<file path="src/rtl/segxlat_pkg.sv">
package segxlat_pkg;

    localparam int ADDR_W = 32;
    localparam int SEL_W  = 16;
    localparam int IDX_W  = 13;
    localparam int DESC_W = 64;
    localparam int SIZE_W = 16;

    typedef enum logic [2:0] {
        FLT_NONE  = 3'd0,
        FLT_NULL  = 3'd1,
        FLT_LDT   = 3'd2,
        FLT_RANGE = 3'd3,
        FLT_LIMIT = 3'd4
    } fault_e;

    typedef enum logic [1:0] {
        WR_CTRL  = 2'd0,
        WR_TABLE = 2'd1,
        WR_DESC  = 2'd2,
        WR_NONE  = 2'd3
    } wr_kind_e;

    typedef struct packed {
        logic [ADDR_W-1:0] base;
        logic [19:0]       limit;
        logic              gran;
        logic [7:0]        access;
        logic [2:0]        flags_lo;
    } desc_t;

    typedef struct packed {
        logic              pe;
        logic              a20;
        logic [ADDR_W-1:0] tbl_base;
        logic [SIZE_W-1:0] tbl_size;
    } ctrl_t;

    typedef struct packed {
        logic [ADDR_W-1:0] lin;
        fault_e            cause;
    } xlat_t;

    // Field positions of a stored 8-byte descriptor
    function automatic desc_t unpack_desc(input logic [DESC_W-1:0] raw);
        desc_t d;
        d.base     = {raw[63:56], raw[39:16]};
        d.limit    = {raw[51:48], raw[15:0]};
        d.gran     = raw[55];
        d.access   = raw[47:40];
        d.flags_lo = raw[54:52];
        return d;
    endfunction

endpackage

</file>
<file path="src/rtl/segxlat_regs.sv">
module segxlat_regs
    import segxlat_pkg::*;
#(
    parameter int NUM_ENTRIES = 4
) (
    input  logic              clk,
    input  logic              rst_n,
    input  logic              wr_en,
    input  logic [1:0]        wr_kind,
    input  logic [ADDR_W-1:0] wr_addr,
    input  logic [DESC_W-1:0] wr_data,
    input  logic [IDX_W-1:0]  rd_index,
    output logic              pe,
    output logic              a20,
    output logic [SIZE_W-1:0] tbl_size,
    output logic [DESC_W-1:0] rd_raw,
    output logic              rd_hit
);

    localparam int SLOT_W = (NUM_ENTRIES > 1) ? $clog2(NUM_ENTRIES) : 1;

    ctrl_t ctrl_d, ctrl_q;
    logic [ADDR_W-1:0] wr_off;
    logic [DESC_W-1:0] ent_view [NUM_ENTRIES];

    assign wr_off = wr_addr - ctrl_q.tbl_base;

    always_comb begin
        ctrl_d = ctrl_q;
        if (wr_en) begin
            case (wr_kind)
                WR_CTRL: begin
                    ctrl_d.pe  = wr_data[0];
                    ctrl_d.a20 = wr_data[1];
                end
                WR_TABLE: begin
                    ctrl_d.tbl_size = wr_data[15:0];
                    ctrl_d.tbl_base = wr_data[47:16];
                end
                default: ;
            endcase
        end
    end

    always_ff @(posedge clk or negedge rst_n) begin
        if (!rst_n) begin
            ctrl_q <= '0;
        end else begin
            ctrl_q <= ctrl_d;
        end
    end

    // One storage slot per entry; a slot covers eight consecutive bytes
    for (genvar gi = 0; gi < NUM_ENTRIES; gi++) begin : g_ent
        logic [DESC_W-1:0] ent_d, ent_q;
        logic              slot_hit;

        assign slot_hit = (wr_off >= ADDR_W'(gi * 8)) && (wr_off <= ADDR_W'(gi * 8 + 7));

        always_comb begin
            ent_d = ent_q;
            if (wr_en && (wr_kind == WR_DESC) && slot_hit) begin
                ent_d = wr_data;
            end
        end

        always_ff @(posedge clk or negedge rst_n) begin
            if (!rst_n) begin
                ent_q <= '0;
            end else begin
                ent_q <= ent_d;
            end
        end

        assign ent_view[gi] = ent_q;
    end

    always_comb begin
        rd_hit = (32'(rd_index) < NUM_ENTRIES);
        rd_raw = '0;
        if (rd_hit) begin
            rd_raw = ent_view[rd_index[SLOT_W-1:0]];
        end
    end

    assign pe       = ctrl_q.pe;
    assign a20      = ctrl_q.a20;
    assign tbl_size = ctrl_q.tbl_size;

    // a control write sets both mode bits for the next cycle
    a_r4_ctrl_load: assert property (@(posedge clk) disable iff (!rst_n)
        (wr_en && wr_kind == WR_CTRL) |=> (pe == $past(wr_data[0]) && a20 == $past(wr_data[1])));

    // a table-register write sets the size field
    a_r5_tbl_load: assert property (@(posedge clk) disable iff (!rst_n)
        (wr_en && wr_kind == WR_TABLE) |=> (tbl_size == $past(wr_data[15:0])));

    // no write means the mode bits hold
    a_r4_ctrl_hold: assert property (@(posedge clk) disable iff (!rst_n)
        !wr_en |=> ($stable(pe) && $stable(a20)));

endmodule

</file>
<file path="src/rtl/segxlat_real.sv">
module segxlat_real
    import segxlat_pkg::*;
(
    input  logic [SEL_W-1:0]  seg,
    input  logic [15:0]       off,
    input  logic              a20,
    output logic [ADDR_W-1:0] lin
);

    logic [20:0] sum;

    always_comb begin
        sum = {1'b0, seg, 4'b0000} + {5'b0, off};
        lin = '0;
        lin[19:0] = sum[19:0];
        lin[20]   = sum[20] & a20;
    end

endmodule

</file>
<file path="src/rtl/segxlat_prot.sv">
module segxlat_prot
    import segxlat_pkg::*;
(
    input  logic [SEL_W-3:0]  sel_hi,
    input  logic [ADDR_W-1:0] off,
    input  logic [SIZE_W-1:0] tbl_size,
    input  logic [DESC_W-1:0] raw,
    input  logic              hit,
    output logic [IDX_W-1:0]  rd_index,
    output logic [ADDR_W-1:0] lin,
    output fault_e            cause
);

    logic [IDX_W-1:0]  idx;
    logic              ti;
    desc_t             d;
    logic [ADDR_W-1:0] eff_limit;
    logic              unused_desc;

    assign idx      = sel_hi[SEL_W-3:1];
    assign ti       = sel_hi[0];
    assign rd_index = idx;
    assign d        = unpack_desc(raw);
    assign unused_desc = ^{d.access, d.flags_lo};

    always_comb begin
        eff_limit = d.gran ? {d.limit, 12'hFFF} : {12'h000, d.limit};
        lin = d.base + off;
        if (idx == '0 && !ti) begin
            cause = FLT_NULL;
        end else if (ti) begin
            cause = FLT_LDT;
        end else if (({idx, 3'b111} > tbl_size) || !hit) begin
            cause = FLT_RANGE;
        end else if (off > eff_limit) begin
            cause = FLT_LIMIT;
        end else begin
            cause = FLT_NONE;
        end
    end

endmodule

</file>
<file path="src/rtl/segxlat.sv">
module segxlat
    import segxlat_pkg::*;
#(
    parameter int          NUM_ENTRIES = 4,
    parameter logic [15:0] RST_SEG     = 16'hF000,
    parameter logic [15:0] RST_OFF     = 16'hFFF0
) (
    input  logic        clk,
    input  logic        rst_n,
    input  logic        wr_en,
    input  logic [1:0]  wr_kind,
    input  logic [31:0] wr_addr,
    input  logic [63:0] wr_data,
    input  logic [15:0] seg_in,
    input  logic [31:0] off_in,
    output logic [31:0] lin_addr,
    output logic        fault,
    output logic [2:0]  fault_cause
);

    localparam logic [ADDR_W-1:0] RST_LIN =
        ({16'h0000, RST_SEG} << 4) + {16'h0000, RST_OFF};

    logic              pe, a20, rd_hit;
    logic [SIZE_W-1:0] tbl_size;
    logic [DESC_W-1:0] rd_raw;
    logic [IDX_W-1:0]  rd_index;
    logic [ADDR_W-1:0] real_lin, prot_lin;
    fault_e            prot_cause;
    xlat_t             out_d, out_q;

    segxlat_regs #(.NUM_ENTRIES(NUM_ENTRIES)) u_regs (
        .clk      (clk),
        .rst_n    (rst_n),
        .wr_en    (wr_en),
        .wr_kind  (wr_kind),
        .wr_addr  (wr_addr),
        .wr_data  (wr_data),
        .rd_index (rd_index),
        .pe       (pe),
        .a20      (a20),
        .tbl_size (tbl_size),
        .rd_raw   (rd_raw),
        .rd_hit   (rd_hit)
    );

    segxlat_real u_real (
        .seg (seg_in),
        .off (off_in[15:0]),
        .a20 (a20),
        .lin (real_lin)
    );

    segxlat_prot u_prot (
        .sel_hi   (seg_in[15:2]),
        .off      (off_in),
        .tbl_size (tbl_size),
        .raw      (rd_raw),
        .hit      (rd_hit),
        .rd_index (rd_index),
        .lin      (prot_lin),
        .cause    (prot_cause)
    );

    always_comb begin
        out_d = out_q;
        if (!pe) begin
            out_d.lin   = real_lin;
            out_d.cause = FLT_NONE;
        end else begin
            out_d.cause = prot_cause;
            out_d.lin   = (prot_cause == FLT_NONE) ? prot_lin : '0;
        end
    end

    always_ff @(posedge clk or negedge rst_n) begin
        if (!rst_n) begin
            out_q.lin   <= RST_LIN;
            out_q.cause <= FLT_NONE;
        end else begin
            out_q <= out_d;
        end
    end

    assign lin_addr    = out_q.lin;
    assign fault_cause = out_q.cause;
    assign fault       = (out_q.cause != FLT_NONE);

    // real mode never reports a fault
    a_r2_real_no_fault: assert property (@(posedge clk) disable iff (!rst_n)
        !pe |=> !fault);

    // closed gate in real mode keeps bit 20 and above at zero
    a_r3_a20_mask: assert property (@(posedge clk) disable iff (!rst_n)
        (!pe && !a20) |=> (lin_addr[31:20] == 12'h000));

    // null selector in protected mode
    a_r9_null_sel: assert property (@(posedge clk) disable iff (!rst_n)
        (pe && seg_in[15:2] == 14'h0) |=> (fault_cause == FLT_NULL));

    // table-select 1 always faults as local table
    a_r10_ldt_sel: assert property (@(posedge clk) disable iff (!rst_n)
        (pe && seg_in[2] && seg_in[15:3] != 13'h0) |=> (fault_cause == FLT_LDT));

    // a reported fault carries a zero address
    a_r13_fault_zero: assert property (@(posedge clk) disable iff (!rst_n)
        fault |-> (lin_addr == 32'h0));

endmodule

</file>
<file path="config.mk">
export PLATFORM = sky130hd
export DESIGN_NAME = segxlat
export DESIGN_NICKNAME = d
export VERILOG_FILES = /design/src/rtl/segxlat_pkg.sv /design/src/rtl/segxlat_regs.sv /design/src/rtl/segxlat_real.sv /design/src/rtl/segxlat_prot.sv /design/src/rtl/segxlat.sv
export SDC_FILE = /design/constraint.sdc
export NUM_CORES = 1
export LEC_CHECK = 0
export BUFFER_PORTS_ARGS = -buffer_cell sky130_fd_sc_hd__buf_2
export CORE_ASPECT_RATIO = 1.4
export CORE_MARGIN = 4
export CORE_UTILIZATION = 45
export DETAILED_ROUTE_END_ITERATION = 12
export PLACE_DENSITY = 0.72
export REMOVE_ABC_BUFFERS = 1
export SETUP_SLACK_MARGIN = 0.2
export SYNTH_ARGS = -nofsm -noshare
export SYNTH_HDL_FRONTEND = slang
export SYNTH_SLANG_ARGS = --single-unit
</file>
<file path="constraint.sdc">
create_clock -name clk -period 4.8 [get_ports clk]
set_input_delay 0.48 -clock clk [delete_from_list [all_inputs] [get_ports clk]]
set_output_delay 0.48 -clock clk [all_outputs]
set_load 0.1 [all_outputs]
</file>
==> metrics.txt, run 1 <==
status completed; count of filler cells inserted in the layout about 3500; CTS Root Cell clkbuf_16; distinct cell type count after synthesis 84; number of antenna violations at the first check in global routing 6; Ports 185; Max IR drop VDD 0.337 mV; Num Clock Sinks about 300; clock period minus final worst setup slack ~4.3 ns; number of CTS-inserted buffers 31; kind of capture point of the worst setup path register; Main synth FF type dfrtp_1; Slew headroom between 30% and 40%; data required time at the worst endpoint 5.25 ns; peak per-stage delay on the critical path approximately 0.53 ns; power density normalized to cell area approximately 320 nW/um^2; count of pins over their slew limit 0; deepest clock path buffer count 3; synthesized area 18800 um^2; wire length of the first global-routing pass between 70000 and 80000 um; PostCTS Resize Cnt 0; number of port buffers approximately 180; share of synthesized flip-flops with an asynchronous set or reset 100%; number of hold buffers added after CTS 0; unrepaired setup endpoints after global routing no; Synth Instances 1559; clock-pin slew reported for the worst setup and hold paths after clock tree synthesis approximately 0.060 ns; final antenna-violating net count 0; routed wirelength normalized by instance count approximately 21 um; area share of the leading cell type in the synthesized netlist 37.3%; top cells by count, synth dfrtp_1, mux2_4, ha_1, mux2_2, nand2_1; overall die area approximately 45000 um^2; actual slew at the worst max-slew pin roughly 0.99 ns; violation count after the first detailed-route iteration 766; first drt pass iteration count 5; weighted congestion at the end of routability-driven global placement 0.861; part of the cycle the worst path needs 89.1%; Hold Violations, Final 0; depth of the most critical reg-to-reg path 13; Chip Width approximately 180 um; Total Nets Final between 2000 and 2500; total track usage 21.8%; die height ~250 um; number of violations of the max-capacitance limit 0; Slowest cell on crit path nor4_1; number of setup violations in the final report 0; maximum clock frequency 234 MHz; layout cells sized above 1 36.7%; area of the multi-input gates 10700 um^2; routed wire length roughly 50000 um; Synth Register Bits 297; peak fanout along the critical path 11; worst min path class in2async; overall via count from detail_route 13300; dpl hpwl 38100 um; # Post-CTS Setup Buffers 0; Synth area leader dfrtp_1; initial standard-cell utilization of the core between 40% and 50%; Reg2Reg Launch Point u_regs.ctrl_q[37]; setup tns final 0 ns; library cell with the highest instance count after synthesis dfrtp_1; Via-to-Cell Ratio 5.71; Avg Cell Area, Syn between 10 and 15 um^2; area growth from synthesis to final layout 15.7%; pre-CTS setup slack between 0.1 and 0.15 ns; overall power after layout approximately 7000 uW; clock latency reported for the late side of the worst-skew pair between 0.5 and 0.6 ns; Seq/Total Area, Yosys between 30% and 40%; Rows about 90; sequential cell area in the final layout around 7500 um^2; maximum number of pins on one net before global-route repair ~130; RR Endpoint u_regs.g_ent[1].ent_q[51]; critical path start-end classification reg2reg; data arrival time of the critical path ~4.7 ns; Fin Clk Skew around 0.016 ns; CTS tree yes; cell leakage power 0.0103 uW; count of unresolved DRC violations after routing 0; Max H-tree Level 1; critical path cell sequence inv_1 -> ha_1 -> a21oi_2 -> a21boi_0 -> nor4_1 -> o2111ai_1 -> or4_4 -> nor4_4 -> nand4_4 -> nor4_4 -> buf_12 -> buf_12 -> mux2_2; setup slack, reg-to-reg approximately 0.53 ns; Core ar. about 41000 um^2; final setup margin roughly 0.53 ns; number of global-route vias before repair 14200; top cells by area in the synthesized netlist dfrtp_1, mux2_4, ha_1; startpoint class of the critical path register; number of synthesized flops with an enable pin 0; Syn. warnings 0; final global-route overflow total 0
==> worst max-delay path by stage <==
| stage | from | end | slack, ns | cells after the start |
|---|---|---|---|---|
| 2_1_floorplan | wr_addr[0] | u_regs.g_ent[1].ent_q[51] | -1.28 | 13 |
| 3_3_place_gp | seg_in[3] | lin_addr[31] | 0.28 | 17 |
| 3_5_place_dp | seg_in[3] | lin_addr[18] | 0.15 | 16 |
| 4_1_cts | u_regs.ctrl_q[37] | u_regs.g_ent[1].ent_q[51] | 0.48 | 13 |
| 5_1_grt | u_regs.ctrl_q[37] | u_regs.g_ent[3].ent_q[0] | 0.29 | 13 |
| 6_report | u_regs.ctrl_q[37] | u_regs.g_ent[1].ent_q[51] | 0.53 | 13 |
==> where the power goes <==
group | leakage [uW] | internal (uW) | switching (uW) | total [uW]
combinational | 0.00581 | 561 | 1070 | 1630
clock | 0.000521 | 1500 | 1060 | 2560
sequential | 0.00398 | 2630 | 58.7 | 2690
total | 0.0103 | 4690 | 2180 | 6870
==> layout make-up <==
cell class	instances	share of cell area [%]
Clock inverter	17	1.04
Timing Repair Buffer	230	7.34
Tap cell	540	3.10
Clock buffer	40	3.94
Inverter	72	1.24
Multi-Input combinational cell	1126	49.1
Sequential cell	297	34.2
Antenna cell	3	0.0344
==> kinds of logic (layout without fill, tap and decap cells) <==
kind of cell             Yosys count  in the layout  share of synthesized area (%)
flip-flops                       297            297                           39.5
other                              0              3                              0
buffers and inverters            136            359                           3.65
AO/OA/AOI/OAI                    291            291                           10.4
AND/OR/NAND/NOR                  336            336                           9.77
adder cells (fa/ha/maj)          122            122                           8.22
multiplexers                     324            324                           25.9
XOR/XNOR                          53             53                           2.46
==> critical path: cells and delay by family, from the launching register on <==
kind | cells | cell delay, ns
fa+ha+maj | 1 | 0.39
simple gates | 5 | 2.01
compound gates | 3 | 0.63
buf+inv | 3 | 0.40
flops | 1 | 0.35
mux | 1 | 0.35
==> flip-flops by register name, summed over array words and instances (netlist names) <==
signal,flops
lin_addr,32
u_regs.pe,1
u_regs.ctrl_q,32
u_regs.g_ent.ent_q,212
fault_cause,3
u_regs.a20,1
u_regs.tbl_size,16
==> layer usage <==
layer / GRT usage, % / vias to the layer above / wire length (um)
met5: 0 / - / 12
met4: 8.50 / 2 / 1990
met3: 2.69 / 91 / 1990
met2: 39.6 / 328 / 25800
met1: 26.2 / 6675 / 19900
li1: - / 6182 / -
==> placed cells by master, fill, tap and decap left out, types with 6 or more instances in the layout <==
master | netlist | final
buf_2 | 7 | 179
nand2_1 | 79 | 79
nand4_1 | 18 | 18
ha_1 | 119 | 119
xnor2_1 | 22 | 22
mux2_4 | 170 | 170
dfrtp_1 | 281 | 281
clkbuf_16 | 0 | 31
nor3_1 | 26 | 26
xor2_1 | 31 | 31
nor3b_1 | 8 | 8
mux2_2 | 100 | 100
o22ai_1 | 10 | 10
and2_1 | 38 | 38
nand3_1 | 23 | 23
buf_12 | 0 | 25
a31oi_1 | 10 | 10
o21a_1 | 13 | 13
nor2_1 | 65 | 65
nand2b_1 | 14 | 14
nor4_4 | 6 | 6
a211oi_1 | 10 | 10
inv_1 | 72 | 72
nor2b_1 | 12 | 12
o211ai_1 | 16 | 16
nor4_1 | 9 | 9
a21oi_1 | 69 | 69
or3_1 | 6 | 6
a21o_1 | 31 | 31
o21bai_1 | 7 | 7
mux4_2 | 53 | 53
buf_4 | 1 | 25
dfstp_2 | 16 | 16
and3_1 | 10 | 10
o21ai_0 | 58 | 58
==> metrics by stage <==
| step | hold WS, ns | utilization (%) | instance area [um^2] | instances |
|---|---|---|---|---|
| final | 0.0000357 | 52.8 | 21800 | 2325 |
| after global routing | 0.0877 | 52.8 | 21800 | 2323 |
| after CTS | 0.0490 | 52.8 | 21800 | 2322 |
| after detailed placement | 0.488 | 50.1 | 20700 | 2265 |
| after global placement | 0.483 | 50.1 | 20700 | 2265 |
| after floorplan | 0.184 | - | 18400 | 1495 |
Power figures use the tool's default switching activity.
==> run 2: changes to the inputs <==
--- a/config.mk
+++ b/config.mk
@@ -8,9 +8,9 @@
 export BUFFER_PORTS_ARGS = -buffer_cell sky130_fd_sc_hd__buf_2
 export CORE_ASPECT_RATIO = 1.4
 export CORE_MARGIN = 4
-export CORE_UTILIZATION = 45
+export CORE_UTILIZATION = 25
 export DETAILED_ROUTE_END_ITERATION = 12
-export PLACE_DENSITY = 0.72
+export PLACE_DENSITY = 0.49
 export REMOVE_ABC_BUFFERS = 1
 export SETUP_SLACK_MARGIN = 0.2
 export SYNTH_ARGS = -nofsm -noshare
==> run 2 against run 1 <==
- the flow now finishes with violations (negative hold slack)
- global-route usage fell by 7.4 points
- non-clock buffer count grew 15
- first-iteration DRC count fell by 12%
- setup slack better by 0.083 ns
- combinational power rose by 2%
- sequential share of layout area decreased by 1.1 points
==> metrics.txt, run 2 (same netlist as run 1, synthesis figures left out) <==
number of violations of the max-capacitance limit 0 (unchanged); count of unresolved DRC violations after routing 0 (unchanged); area of the multi-input gates 10700 um^2 (about the same); total track usage 14.4% (-7.4 points); data arrival time of the critical path 4.61 ns (-0.11 ns); Hold Violations, Final 15 (+15); dpl hpwl 45100 um (+18%); number of CTS-inserted buffers 36 (+16%); commonest non-fill, non-tap cell in the layout dfrtp_1; Total Nets Final 2049 (+0.99%); Net Sw Frac 32.1% (+0.32 points); Ports 185 (unchanged); Max H-tree Level 2 (+1); number of setup violations in the final report 0 (unchanged); wire length of the first global-routing pass 88600 um (+11%); share of total power in combinational logic 23.4% (-0.3 points); die height 333 um (+33%); first drt pass iteration count 5 (unchanged); violation count after the first detailed-route iteration 675 (-12%); Reg power frac 37.7% (-1.4 points); overall via count from detail_route 13200 (-0.48%); number of port buffers 181 (unchanged); worst min path class in2async; power density normalized to cell area 317 nW/um^2 (+0.54%); Cell Int Power 4850 uW (+3.5%); sequential cell area in the final layout 7450 um^2 (unchanged); number of global-route vias before repair 14400 (+1.1%); number of antenna violations at the first check in global routing 11 (+5); routed wire length 58000 um (+17%); maximum number of pins on one net before global-route repair 121 (-4.7%); pre-CTS setup slack 0.205 ns (+0.0592 ns); routed wirelength normalized by instance count 21.0 um (-1.9%); CTS tree yes; kind of capture point of the worst setup path register; Num Clock Sinks 297 (unchanged); Rows 118 (+34%); count of filler cells inserted in the layout 7658 (+120%); maximum clock frequency 239 MHz (+2.0%); actual slew at the worst max-slew pin 1.05 ns (+0.0586 ns); final antenna-violating net count 0 (unchanged); Fin Clk Skew 0.0158 ns (+0.000282 ns); flip-flop count of the largest register after layout 212 (unchanged); clock-pin slew reported for the worst setup and hold paths after clock tree synthesis 0.06 ns (about the same); Slew headroom 30.2% (-3.7 points); clock period minus final worst setup slack 4.19 ns (-0.0826 ns); Chip Width 240 um (+33%); final setup margin 0.608 ns (+0.0826 ns); most frequent cells in the layout dfrtp_1, buf_2, mux2_4; depth of the most critical reg-to-reg path 13 (unchanged); startpoint class of the critical path register; final hold slack -0.0110 ns (-0.0111 ns); number of hold buffers added after CTS 0 (unchanged); data required time at the worst endpoint 5.22 ns (-0.03 ns); power share of the clock group 38.9% (+1.7 points); peak fanout along the critical path 19 (+8); area growth from synthesis to final layout 19.6%; # Post-CTS Setup Buffers 0 (unchanged); cell leakage power 0.0105 uW (+1.4%); final global-route overflow total 0 (unchanged); count of pins over their slew limit 0 (unchanged); Psw 2290 uW (+5.0%); setup slack, reg-to-reg 0.61 ns (+0.08 ns); most flop-heavy register u_regs.g_ent.ent_q; Via-to-Cell Ratio 4.78 (-16%); layout cells sized above 1 37.4% (+0.69 points); Reg2Reg Launch Point u_regs.ctrl_q[37]; placed cell count 2700 (+19%); initial standard-cell utilization of the core 25.3% (-20 points); deepest clock path buffer count 3 (unchanged); violations in the final reports negative hold slack; post-route insts no fill 2765 (+19%); status finished with violations; overall die area 79900 um^2 (+77%); weighted congestion at the end of routability-driven global placement 0.849 (-1.4%); clock latency reported for the late side of the worst-skew pair 0.55 ns (-0.02 ns); critical path start-end classification reg2reg; RR Endpoint u_regs.g_ent[1].ent_q[35]; part of the cycle the worst path needs 87.3% (-1.7 points); unrepaired setup endpoints after global routing no; CTS Root Cell clkbuf_16; Core ar. 74400 um^2 (+80%); Max IR drop VDD 0.445 mV (+32%)
-- run 2: changes by cell type in the layout (fill, tap and decap cells not counted), moves of 2 or more --
cell,before,now
buf_4,25,39
clkinv_2,1,6
clkinvlp_4,4,1
inv_6,5,1
clkbuf_16,31,37
diode_2,3,5
-- run 2: worst max-delay path by stage --
stage                     slack (ns)         startpoint  cells after the start                         to
after detailed placement        0.20         wr_addr[3]                     14   u_regs.g_ent[1].ent_q[2]
after CTS                       0.41  u_regs.ctrl_q[20]                     14  u_regs.g_ent[1].ent_q[38]
after global routing            0.29  u_regs.ctrl_q[37]                     13  u_regs.g_ent[1].ent_q[31]
after floorplan                -1.28         wr_addr[0]                     13  u_regs.g_ent[1].ent_q[51]
after global placement          0.23         wr_addr[3]                     14  u_regs.g_ent[1].ent_q[38]
final                           0.61  u_regs.ctrl_q[37]                     13  u_regs.g_ent[1].ent_q[35]
-- run 2: worst max-delay path, stage by stage, from the launching register on --
cell,delay [ns]
dfrtp_1,0.34
inv_1,0.04
ha_1,0.38
a21oi_2,0.26
a21boi_0,0.17
nor4_1,0.48
o2111ai_1,0.17
or4_4,0.51
nor4_4,0.32
nand4_4,0.25
nor4_4,0.38
buf_12,0.25
buf_12,0.18
mux2_4,0.30
-- run 2: through the flow --
stage	util [%]	instance area (um^2)	setup TNS [ns]	hold WS (ns)	power, uW
after detailed placement	28.7	21400	0	0.488	4420
final	30.3	22500	0	-0.0110	7150
after floorplan	-	18400	-227.77	0.184	3870
after global placement	28.7	21400	0	0.484	4400
after global routing	30.3	22500	0	0.0687	7520
after CTS	30.3	22500	0	0.0526	7270
-- run 2: what timing repair did --
| action | in CTS | in global routing |
|---|---|---|
| hold endpoints to repair | 0 | 0 |
| endpoints found under the setup margin | 0 | 157 |
| gates resized for setup | 0 | 1 |
-- run 2: power groups by stage --
stage	registers [uW]	logic (uW)	clock network, uW
2_1_floorplan	2960	908	0
3_3_place_gp	2740	1670	0
3_5_place_dp	2740	1680	0
4_1_cts	2700	1680	2890
5_1_grt	2710	1840	2970
6_report	2700	1670	2780
-- run 2: layer usage --
metal | GRT usage (%) | vias to the layer above | part of all wire [%]
met1 | 17.6 | 6613 | 42
met2 | 25.5 | 295 | 51
met5 | 0 | - | 0.052
met3 | 2.24 | 98 | 3.9
met4 | 4.98 | 4 | 3.5
li1 | - | 6204 | -
-- run 2: area by class of cell --
class | count | area share (%)
multi-input cells | 1126 | 47.5
flip-flops and latches | 297 | 33.1
repair buffers | 245 | 7.65
well taps | 960 | 5.33
clock buffers | 46 | 4.48
inverters | 72 | 1.20
clock inverters | 14 | 0.721
diodes | 5 | 0.0555
